## config.mk

```make
export PLATFORM = sky130hd
export DESIGN_NAME = chain_addr_target
export DESIGN_NICKNAME = d
export VERILOG_FILES = /design/src/rtl/cat_pkg.sv /design/src/rtl/cat_line_sync.sv /design/src/rtl/cat_byte_engine.sv /design/src/rtl/cat_win_decode.sv /design/src/rtl/chain_addr_target.sv
export SDC_FILE = /design/constraint.sdc
export NUM_CORES = 1
export LEC_CHECK = 0
export ABC_AREA = 1
export BUFFER_PORTS_ARGS = -buffer_cell sky130_fd_sc_hd__buf_2
export CORE_MARGIN = 4
export CORE_UTILIZATION = 33
export DETAILED_ROUTE_END_ITERATION = 7
export GPL_ROUTABILITY_DRIVEN = 0
export PLACE_DENSITY_LB_ADDON = 0.08
export SLEW_MARGIN = 40
export SYNTH_ARGS = -nofsm -noshare
export SYNTH_HDL_FRONTEND = slang
export SYNTH_HIERARCHICAL = 1
export SYNTH_SLANG_ARGS = --single-unit
```

## constraint.sdc

```tcl
create_clock -name clk -period 4.6 [get_ports clk]
set_input_delay 1.15 -clock clk [delete_from_list [all_inputs] [get_ports clk]]
set_output_delay 1.15 -clock clk [all_outputs]
set_load 0.03 [all_outputs]
```

## src/rtl/cat_pkg.sv

```systemverilog
package cat_pkg;

    typedef enum logic [2:0] {
        WIN_SELF   = 3'd0,
        WIN_BCAST  = 3'd1,
        WIN_P0_PRI = 3'd2,
        WIN_P0_SEC = 3'd3,
        WIN_P1_PRI = 3'd4,
        WIN_P1_SEC = 3'd5,
        WIN_NONE   = 3'd7
    } win_e;

    typedef enum logic [2:0] {
        ST_IDLE     = 3'd0,
        ST_ADDR     = 3'd1,
        ST_ADDR_ACK = 3'd2,
        ST_DATA     = 3'd3,
        ST_DATA_ACK = 3'd4,
        ST_SKIP     = 3'd5
    } bus_st_e;

endpackage

```

## src/rtl/cat_line_sync.sv

```systemverilog
module cat_line_sync #(
    parameter int          STAGES = 2,
    parameter int          LINES  = 3,
    parameter logic        RST_VAL = 1'b1
) (
    input  logic             clk,
    input  logic             rst_n,
    input  logic [LINES-1:0] raw_i,
    output logic [LINES-1:0] sync_o
);
    typedef struct packed {
        logic [STAGES-1:0][LINES-1:0] stg;
    } sync_t;

    sync_t d, q;

    always_comb begin
        d = q;
        d.stg[0] = raw_i;
        for (int i = 1; i < STAGES; i++) begin
            d.stg[i] = q.stg[i-1];
        end
    end

    always_ff @(posedge clk or negedge rst_n) begin
        if (!rst_n) begin
            q <= '{stg: {STAGES{{LINES{RST_VAL}}}}};
        end else begin
            q <= d;
        end
    end

    assign sync_o = q.stg[STAGES-1];

endmodule

```

## src/rtl/cat_byte_engine.sv

```systemverilog
module cat_byte_engine
    import cat_pkg::*;
#(
    parameter int BYTE_BITS = 8
) (
    input  logic                 clk,
    input  logic                 rst_n,
    input  logic                 scl_s,
    input  logic                 sda_s,
    input  logic                 addr_ack_i,
    input  logic                 data_ack_i,
    output logic [BYTE_BITS-1:0] byte_o,
    output logic                 addr_evt_o,
    output logic                 data_evt_o,
    output logic                 sda_pull_o
);
    localparam int CNT_W = $clog2(BYTE_BITS + 1);
    localparam logic [CNT_W-1:0] FULL = CNT_W'(BYTE_BITS);

    typedef struct packed {
        bus_st_e              st;
        logic [CNT_W-1:0]     cnt;
        logic [BYTE_BITS-1:0] sh;
        logic                 pull;
        logic                 scl_p;
        logic                 sda_p;
    } eng_t;

    eng_t d, q;
    logic start_evt, stop_evt, rise_evt, fall_evt;

    always_comb begin
        start_evt = scl_s && q.scl_p && q.sda_p && !sda_s;
        stop_evt  = scl_s && q.scl_p && !q.sda_p && sda_s;
        rise_evt  = scl_s && !q.scl_p;
        fall_evt  = !scl_s && q.scl_p;
    end

    always_comb begin
        d = q;
        d.scl_p = scl_s;
        d.sda_p = sda_s;
        addr_evt_o = 1'b0;
        data_evt_o = 1'b0;
        if (start_evt) begin
            d.st   = ST_ADDR;
            d.cnt  = '0;
            d.pull = 1'b0;
        end else if (stop_evt) begin
            d.st   = ST_IDLE;
            d.pull = 1'b0;
        end else begin
            case (q.st)
                ST_ADDR, ST_DATA: begin
                    if (rise_evt && (q.cnt < FULL)) begin
                        d.sh  = {q.sh[BYTE_BITS-2:0], sda_s};
                        d.cnt = q.cnt + 1'b1;
                    end else if (fall_evt && (q.cnt == FULL)) begin
                        if (q.st == ST_ADDR) begin
                            addr_evt_o = 1'b1;
                            d.st   = addr_ack_i ? ST_ADDR_ACK : ST_SKIP;
                            d.pull = addr_ack_i;
                        end else begin
                            data_evt_o = 1'b1;
                            d.st   = data_ack_i ? ST_DATA_ACK : ST_SKIP;
                            d.pull = data_ack_i;
                        end
                    end
                end
                ST_ADDR_ACK: begin
                    if (fall_evt) begin
                        d.pull = 1'b0;
                        d.cnt  = '0;
                        d.st   = q.sh[0] ? ST_SKIP : ST_DATA;
                    end
                end
                ST_DATA_ACK: begin
                    if (fall_evt) begin
                        d.pull = 1'b0;
                        d.cnt  = '0;
                        d.st   = ST_DATA;
                    end
                end
                default: ;
            endcase
        end
    end

    always_ff @(posedge clk or negedge rst_n) begin
        if (!rst_n) begin
            q <= '{st: ST_IDLE, cnt: '0, sh: '0, pull: 1'b0, scl_p: 1'b1, sda_p: 1'b1};
        end else begin
            q <= d;
        end
    end

    assign byte_o     = q.sh;
    assign sda_pull_o = q.pull;

    AST_PULL_IN_ACK: assert property (@(posedge clk) disable iff (!rst_n)
        q.pull |-> (q.st == ST_ADDR_ACK || q.st == ST_DATA_ACK)) else $error("pull outside ack");
    AST_PULL_HELD: assert property (@(posedge clk) disable iff (!rst_n)
        (q.pull && scl_s && !start_evt && !stop_evt) |=> q.pull) else $error("ack dropped early");
    AST_SKIP_SILENT: assert property (@(posedge clk) disable iff (!rst_n)
        (q.st == ST_SKIP && !start_evt) |=> !q.pull) else $error("ack while skipping");

endmodule

```

## src/rtl/cat_win_decode.sv

```systemverilog
module cat_win_decode
    import cat_pkg::*;
#(
    parameter logic [7:0] BCAST_ADDR  = 8'h02,
    parameter logic [7:0] SELF_FIRST  = 8'h04,
    parameter logic [7:0] PORT_BASE   = 8'h20,
    parameter logic [7:0] PORT_STRIDE = 8'h10,
    parameter logic [7:0] PORT1_OFS   = 8'h08,
    parameter logic [7:0] SEC_OFS     = 8'h02
) (
    input  logic [7:0] abyte_i,
    input  logic [7:0] self_i,
    input  logic       active_i,
    output logic       hit_o,
    output logic [2:0] win_o
);
    localparam int NPORT = 4;

    logic [7:0]       inst;
    logic [7:0]       pbase;
    logic [NPORT-1:0] pm;
    logic             self_m, bc_m;

    assign inst  = (self_i - SELF_FIRST) >> 1;
    assign pbase = PORT_BASE + inst * PORT_STRIDE;

    for (genvar k = 0; k < NPORT; k++) begin : g_port
        localparam logic [7:0] OFS = ((k / 2) != 0 ? PORT1_OFS : 8'h00)
                                   + ((k % 2) != 0 ? SEC_OFS : 8'h00);
        logic [7:0] waddr;
        assign waddr = pbase + OFS;
        assign pm[k] = active_i && (abyte_i[7:1] == waddr[7:1]);
    end

    assign self_m = active_i && (abyte_i[7:1] == self_i[7:1]);
    assign bc_m   = active_i && (abyte_i == BCAST_ADDR);

    always_comb begin
        hit_o = 1'b1;
        win_o = WIN_NONE;
        if (bc_m)            win_o = WIN_BCAST;
        else if (self_m)     win_o = WIN_SELF;
        else if (pm[0])      win_o = WIN_P0_PRI;
        else if (pm[1])      win_o = WIN_P0_SEC;
        else if (pm[2])      win_o = WIN_P1_PRI;
        else if (pm[3])      win_o = WIN_P1_SEC;
        else                 hit_o = 1'b0;
    end

endmodule

```

## src/rtl/chain_addr_target.sv

```systemverilog
module chain_addr_target
    import cat_pkg::*;
#(
    parameter int         SYNC_STAGES  = 2,
    parameter logic [7:0] DEFAULT_ADDR = 8'h1E,
    parameter logic [7:0] BCAST_ADDR   = 8'h02,
    parameter logic [7:0] SELF_FIRST   = 8'h04,
    parameter logic [7:0] SELF_LAST    = 8'h1E,
    parameter logic [7:0] PORT_BASE    = 8'h20,
    parameter logic [7:0] PORT_STRIDE  = 8'h10,
    parameter logic [7:0] PORT1_OFS    = 8'h08,
    parameter logic [7:0] SEC_OFS      = 8'h02
) (
    input  logic       clk,
    input  logic       rst_n,
    input  logic       dev_en,
    input  logic       chain_in_n,
    input  logic       scl_i,
    input  logic       sda_i,
    output logic       sda_pull_o,
    output logic       chain_done_pull_o,
    output logic       hit_stb_o,
    output logic [2:0] hit_win_o,
    output logic       hit_rw_o
);
    typedef struct packed {
        logic       prog;
        logic [7:0] self_a;
        logic [2:0] win;
        logic       stb;
        logic       rw;
    } ctl_t;

    ctl_t d, q;

    logic [2:0] lines_s;
    logic       scl_s, sda_s, chain_s;
    logic [7:0] rx_byte;
    logic       addr_evt, data_evt;
    logic       addr_ack, data_ack;
    logic       active, prog_ok;
    logic [2:0] dec_win;

    cat_line_sync #(.STAGES(SYNC_STAGES), .LINES(3), .RST_VAL(1'b1)) u_sync (
        .clk    (clk),
        .rst_n  (rst_n),
        .raw_i  ({chain_in_n, sda_i, scl_i}),
        .sync_o (lines_s)
    );
    assign scl_s   = lines_s[0];
    assign sda_s   = lines_s[1];
    assign chain_s = lines_s[2];

    assign active = dev_en && (q.prog || !chain_s);

    cat_win_decode #(
        .BCAST_ADDR(BCAST_ADDR), .SELF_FIRST(SELF_FIRST), .PORT_BASE(PORT_BASE),
        .PORT_STRIDE(PORT_STRIDE), .PORT1_OFS(PORT1_OFS), .SEC_OFS(SEC_OFS)
    ) u_dec (
        .abyte_i  (rx_byte),
        .self_i   (q.self_a),
        .active_i (active),
        .hit_o    (addr_ack),
        .win_o    (dec_win)
    );

    assign prog_ok  = (rx_byte[7:1] >= SELF_FIRST[7:1]) && (rx_byte[7:1] <= SELF_LAST[7:1]);
    assign data_ack = (q.win != WIN_SELF) || q.prog || prog_ok;

    cat_byte_engine #(.BYTE_BITS(8)) u_eng (
        .clk        (clk),
        .rst_n      (rst_n),
        .scl_s      (scl_s),
        .sda_s      (sda_s),
        .addr_ack_i (addr_ack),
        .data_ack_i (data_ack),
        .byte_o     (rx_byte),
        .addr_evt_o (addr_evt),
        .data_evt_o (data_evt),
        .sda_pull_o (sda_pull_o)
    );

    always_comb begin
        d = q;
        d.stb = 1'b0;
        if (addr_evt && addr_ack) begin
            d.stb = 1'b1;
            d.win = dec_win;
            d.rw  = rx_byte[0];
        end
        if (data_evt && (q.win == WIN_SELF) && !q.prog && prog_ok) begin
            d.prog   = 1'b1;
            d.self_a = {rx_byte[7:1], 1'b0};
        end
        if (!dev_en) begin
            d.prog   = 1'b0;
            d.self_a = DEFAULT_ADDR;
            d.stb    = 1'b0;
        end
    end

    always_ff @(posedge clk or negedge rst_n) begin
        if (!rst_n) begin
            q <= '{prog: 1'b0, self_a: DEFAULT_ADDR, win: WIN_NONE, stb: 1'b0, rw: 1'b0};
        end else begin
            q <= d;
        end
    end

    assign chain_done_pull_o = q.prog;
    assign hit_stb_o         = q.stb;
    assign hit_win_o         = q.win;
    assign hit_rw_o          = q.rw;

    AST_SELF_LOCKED: assert property (@(posedge clk) disable iff (!rst_n)
        (q.prog && $past(q.prog)) |-> $stable(q.self_a)) else $error("self address changed");
    AST_PROG_FROM_DATA: assert property (@(posedge clk) disable iff (!rst_n)
        $rose(q.prog) |-> $past(data_evt)) else $error("programmed without data byte");
    AST_SELF_IN_SET: assert property (@(posedge clk) disable iff (!rst_n)
        q.prog |-> (q.self_a >= SELF_FIRST && q.self_a <= SELF_LAST && !q.self_a[0])) else $error("bad self");
    AST_UNPROG_DEFAULT: assert property (@(posedge clk) disable iff (!rst_n)
        !q.prog |-> (q.self_a == DEFAULT_ADDR)) else $error("unprogrammed not default");
    AST_STB_WITH_ACK: assert property (@(posedge clk) disable iff (!rst_n)
        q.stb |-> sda_pull_o) else $error("strobe without ack");
    AST_STB_SINGLE: assert property (@(posedge clk) disable iff (!rst_n)
        q.stb |=> !q.stb) else $error("strobe longer than a cycle");

endmodule

```

# After elaboration in Yosys (flattened, before gate mapping)
# Cells that the tools add are included.
# W data, S select, Z words.
dict set report totals {
  register_bits 38
  input_bits 6
}
dict set report op_classes {
  bitwise_logic 2
  order_cmp 3
  n_addsub 6
  mux 49
  n_reduce_logical 41
  eq_ne 21
}
# operator n
set op_table {}
lappend op_table {{$eq A7 B7 Y1} 5}
lappend op_table {{$mux W3} 11}
lappend op_table {{$mux W1} 26}
lappend op_table {{$mux W12} 2}
lappend op_table {{$logic_and A1 B1 Y1} 21}
lappend op_table {{$mux W7} 3}
lappend op_table {{$pmux W7 S3} 1}
lappend op_table {{$mux W9} 2}
lappend op_table {{$add A8 B4 Y8 const B} 2}
lappend op_table {{$ne A4 B1 Y1 const B} 4}
lappend op_table {{$reduce_and A5 Y1} 2}
lappend op_table {{$ne A3 B1 Y1 const B} 3}
lappend op_table {{$add A6 B8 Y8 const A} 1}
lappend op_table {{$add A8 B2 Y8 const B} 1}
lappend op_table {{$eq A8 B2 Y1 const B} 1}
lappend op_table {{$mux W8} 1}
lappend op_table {{$reduce_and A4 Y1} 2}
lappend op_table {{$reduce_bool A4 Y1} 2}
lappend op_table {{$ge A7 B2 Y1 const B} 1}
lappend op_table {{$le A7 B4 Y1 const B} 1}
lappend op_table {{$eq A3 B2 Y1 const B} 2}
lappend op_table {{$logic_not A1 Y1} 6}
lappend op_table {{$reduce_bool A5 Y1} 1}
lappend op_table {{$sub A5 B3 Y5 const B} 1}
lappend op_table {{14 further kinds} 20}

# Logic depth before layout (Yosys ltp)
dict set report logic_depth {
  ltp_word 18
  mapped_depth 19
  mapped_depth_nobuf 19
}

# By module
# Netlist, hierarchy kept.
# module area_per_inst_um2 cells_each seq_area_each_um2 instances
set by_module_without_submodules {}
lappend by_module_without_submodules {cat_byte_engine 1028.5 133 452.9 1}
lappend by_module_without_submodules {chain_addr_target 608.1 66 334.1 1}
lappend by_module_without_submodules {cat_win_decode 410.4 87 0.0 1}
lappend by_module_without_submodules {cat_line_sync 157.7 6 157.7 1}

# Worst setup path after synthesis
# No wires, ideal clock.
dict set report synth_timing {
  kind {input -> register}
  startpoint {in dev_en}
  endpoint {reg u_eng/q[15] (netlist bit)}
  setup_time_ns 0.117
  arrival_ns 2.597
  n_path_buf 1
  path_slack_ns 1.887
  path_stages 16
  required_time_ns 4.483
  cell_sequence {buf_4 inv_1 o21ai_0 nand2_1 nor3_1 nand4_1 nand2_1 inv_1 nand3_1 nand4_1 nand2_1 nand2_1 nand2_1 nand2_1 nand2_1 nand2_1}
}
dict set report synth_via {
  elab_chain_len 15
  word_cells_on_any_way 20
  classes_between {13 x mux; 7 x reduce/logical}
}
# element line
set synth_rtl {}
lappend synth_rtl {{start: declaration} chain_addr_target.sv:16} ;# input logic dev_en,
lappend synth_rtl {{$logic_and A1 B1 Y1 (*)} chain_addr_target.sv:54} ;# assign active = dev_en && (q.prog || !chain_s);
lappend synth_rtl {{via active} chain_addr_target.sv:41} ;# logic active, prog_ok;
lappend synth_rtl {{$logic_and A1 B1 Y1} cat_win_decode.sv:32} ;# assign pm[k] = active_i && (abyte_i[7:1] == waddr[7:1]);
lappend synth_rtl {{$mux W1} cat_win_decode.sv:46} ;# else if (pm[3]) win_o = WIN_P1_SEC;
lappend synth_rtl {{$mux W1} cat_win_decode.sv:45} ;# else if (pm[2]) win_o = WIN_P1_PRI;
lappend synth_rtl {{$mux W1} cat_win_decode.sv:44} ;# else if (pm[1]) win_o = WIN_P0_SEC;
lappend synth_rtl {{$mux W1} cat_win_decode.sv:43} ;# else if (pm[0]) win_o = WIN_P0_PRI;
lappend synth_rtl {{$mux W1} cat_win_decode.sv:42} ;# else if (self_m) win_o = WIN_SELF;
lappend synth_rtl {{$mux W1 (*)} cat_win_decode.sv:41} ;# if (bc_m) win_o = WIN_BCAST;
lappend synth_rtl {{via addr_ack} chain_addr_target.sv:40} ;# logic addr_ack, data_ack;
lappend synth_rtl {{$mux W3 (*)} cat_byte_engine.sv:61} ;# d.st = addr_ack_i ? ST_ADDR_ACK : ST_SKIP;
lappend synth_rtl {{$mux W3 (*)} cat_byte_engine.sv:59} ;# if (q.st == ST_ADDR) begin
lappend synth_rtl {{$mux W3 (*)} cat_byte_engine.sv:58} ;# end else if (fall_evt && (q.cnt == FULL)) begin
lappend synth_rtl {{$mux W3 (*)} cat_byte_engine.sv:55} ;# if (rise_evt && (q.cnt < FULL)) begin
lappend synth_rtl {{$pmux W7 S3 (*)} cat_byte_engine.sv:53} ;# case (q.st)
lappend synth_rtl {{$mux W3 (*)} cat_byte_engine.sv:49} ;# end else if (stop_evt) begin
lappend synth_rtl {{$mux W7 (*)} cat_byte_engine.sv:45} ;# if (start_evt) begin
lappend synth_rtl {{end signal: assignment} cat_byte_engine.sv:91} ;# q <= '{st: ST_IDLE, cnt: '0, sh: '0, pull: 1'b0, scl_p: 1'b1, sda_p: 1'b1};
lappend synth_rtl {{end: declaration} cat_byte_engine.sv:29} ;# eng_t d, q;
# The timed path passes the listed nets; every way through them passes the cells marked *. The select of a mux whose other input is x is not followed.
# A chain may end at the register's enable or synchronous reset.

# Worst setup path in the final report
# Ends and elaborated chain as after synthesis.

==> impl_metrics.ini <==
[outcome]
status = complete, no violations

[clock_tree]
root_buffer = clkbuf_8
ctsHoldBuffers = 0
cts.reportedPaths.clkPinSlew_ps = 80
cts_max_path_buffers = 2
cts_sinks = 37
htree_levels = 2
cts_tree = yes
postCtsSetupRepairBufs = 0
clock_latency_ps = 290
cts_made_buffers = 5
cts_resized = 0

[worst_setup_path]
cp_max_fo = 9
crit_path_start_kind = primary input
rrSetupSlack_ps = 2360
critPathArrivalTime_ps = 2960
crit_start = dev_en
crit_path_end_kind = flip-flop
critPathKind = primary input to flip-flop
worstPathRequired_ps = 4790
timing.rr.end = u_eng/q[15]$_DFFE_PN0P_
critPathCapture = u_eng/q[15]$_DFFE_PN0P_
rr_worst_depth = 18
rr_startpoint = q[7]$_DFFE_PN1P_

[die]
die_h_um = 89.7
initial_core_util_pct = 34.3
die_x_um = 89.7
rows = 29
ios = 13
die_area_mm2 = 0.00804
coreArea_mm2 = 0.00642

[final_layout]
layout_common_cells = 94 x nand2_1, 34 x inv_1, 22 x nor2_1, 22 x dfrtp_1, 19 x nand3_1
diodes = 0
layout_commonest_cell = nand2_1
area_growth_pct = 8.87
final_nets = 307
drive_above_1_share_pct = 24.5
stdcell_area_mm2 = 0.00240

[timing]
rsz0062_at_grt = no
slew_violations = 0
tns_ps = 0
max_freq_mhz = 362
finalHoldViolCount = 0
min_period_ps = 2770
setup-violations-final = 0
tightest_slew_ps = 483
maxSlewHeadroom_pct = 67.8
fin_crit_sh_pct = 60.1
clock_skew_ps = 6.45

[synthesis]
yosysWarnings = 6
syn_inst = 291
syn_area_mm2 = 0.00220
syn_area_per_cell_um2 = 7.56
synth_nets = 301

[drt]
dr.pass1.iters = 4
vias_per_cell = 4.53
drcViolationCount = 0
antenna_left = 0
wl_per_cell_um = 11.8
wl_um = 4410
vias = 1697
drtIter0Drc = 66

[power_and_ir_drop]
p_per_area_mw_per_mm2 = 536
power_leakage_nw = 1.25
ir_worst_vdd_mv = 0.158

[grt]
grt_pass1_vias = 1623
antenna_found_initial = 0
grt_max_degree = 38
gr-total-overflow = 0
grt_usage_pct = 12.9
grt_pass1_wl_um = 7930

[hold_path]
holdCritPathClass = flip-flop to flip-flop

[flow_run]
max_cap_violations = 0

[placement]
placed_area_mm2 = 0.00226
hpwlAfterDp_um = 3350
port_buffers = 12
-- state kept, by name (all words and copies together) (netlist names) --
register and flops:
u_eng/q 9, u_eng/byte_o 8, q 7, hit_win_o 3, u_sync/d 3, u_sync/sync_o 3, chain_done_pull_o 1, hit_rw_o 1
hit_stb_o 1, u_eng/sda_pull_o 1
-- power breakdown --
group,internal (mW),switching (mW)
clock,0.218,0.127
sequential,0.390,0.0859
combinational,0.170,0.292
total,0.779,0.505
-- per-stage QoR --
stage / utilization (%) / hold slack (ps) / instances / total power, mW / worst slack, ps
global placement: 35.1 / 346 / 367 / 0.951 / 1640
floorplan: - / 345 / 291 / 0.875 / 1890
global route: 37.3 / 363 / 375 / 1.41 / 1500
finish: 37.3 / 358 / 375 / 1.28 / 1830
detailed placement: 35.2 / 347 / 367 / 0.948 / 1540
CTS: 37.3 / 359 / 375 / 1.30 / 1850
-- final cells by class --
type	count	area, µm²
Tap cell	77	96.3
Timing Repair Buffer	12	62.6
Multi-Input combinational cell	196	986
Inverter	45	169
Sequential cell	37	945
Clock buffer	5	68.8
Fill cell	686	4030
Clock inverter	3	68.8
-- worst min-delay path by stage --
stage	startpoint	end	slack, ps	cells after the start
after floorplan	u_sync/d[3]$_DFF_PN1_	u_sync/sync_o[0]$_DFF_PN1_	350	0
after global placement	u_sync/d[5]$_DFF_PN1_	u_sync/sync_o[2]$_DFF_PN1_	350	0
after detailed placement	u_sync/d[5]$_DFF_PN1_	u_sync/sync_o[2]$_DFF_PN1_	350	0
after CTS	u_sync/d[5]$_DFF_PN1_	u_sync/sync_o[2]$_DFF_PN1_	360	0
after global routing	u_sync/d[4]$_DFF_PN1_	u_sync/sync_o[1]$_DFF_PN1_	360	0
final	u_sync/d[5]$_DFF_PN1_	u_sync/sync_o[2]$_DFF_PN1_	360	0
-- worst max-delay path: stages --
cell     delay, ps
buf_2          190
inv_1          120
o21ai_0        220
nand2_1        130
nor3_1         180
nand4_1        150
nand2_1        120
inv_1           50
nand3_1        100
nand4_1        150
nand2_1        120
nand2_1         50
nand2_1         50
nand2_1         50
nand2_1         60
nand2_1         40
-- layer usage --
metal / vias to the layer above / part of all wire [%] / track usage [%] / routed length [µm]
li1: 890 / - / - / -
met2: 27 / 42 / 18.1 / 1850
met3: 4 / 3.9 / 3.01 / 170
met1: 776 / 53 / 19.2 / 2350
met4: 0 / 1.1 / 4.74 / 48
met5: - / 0 / 0 / 0
Power figures use the tool's default switching activity.
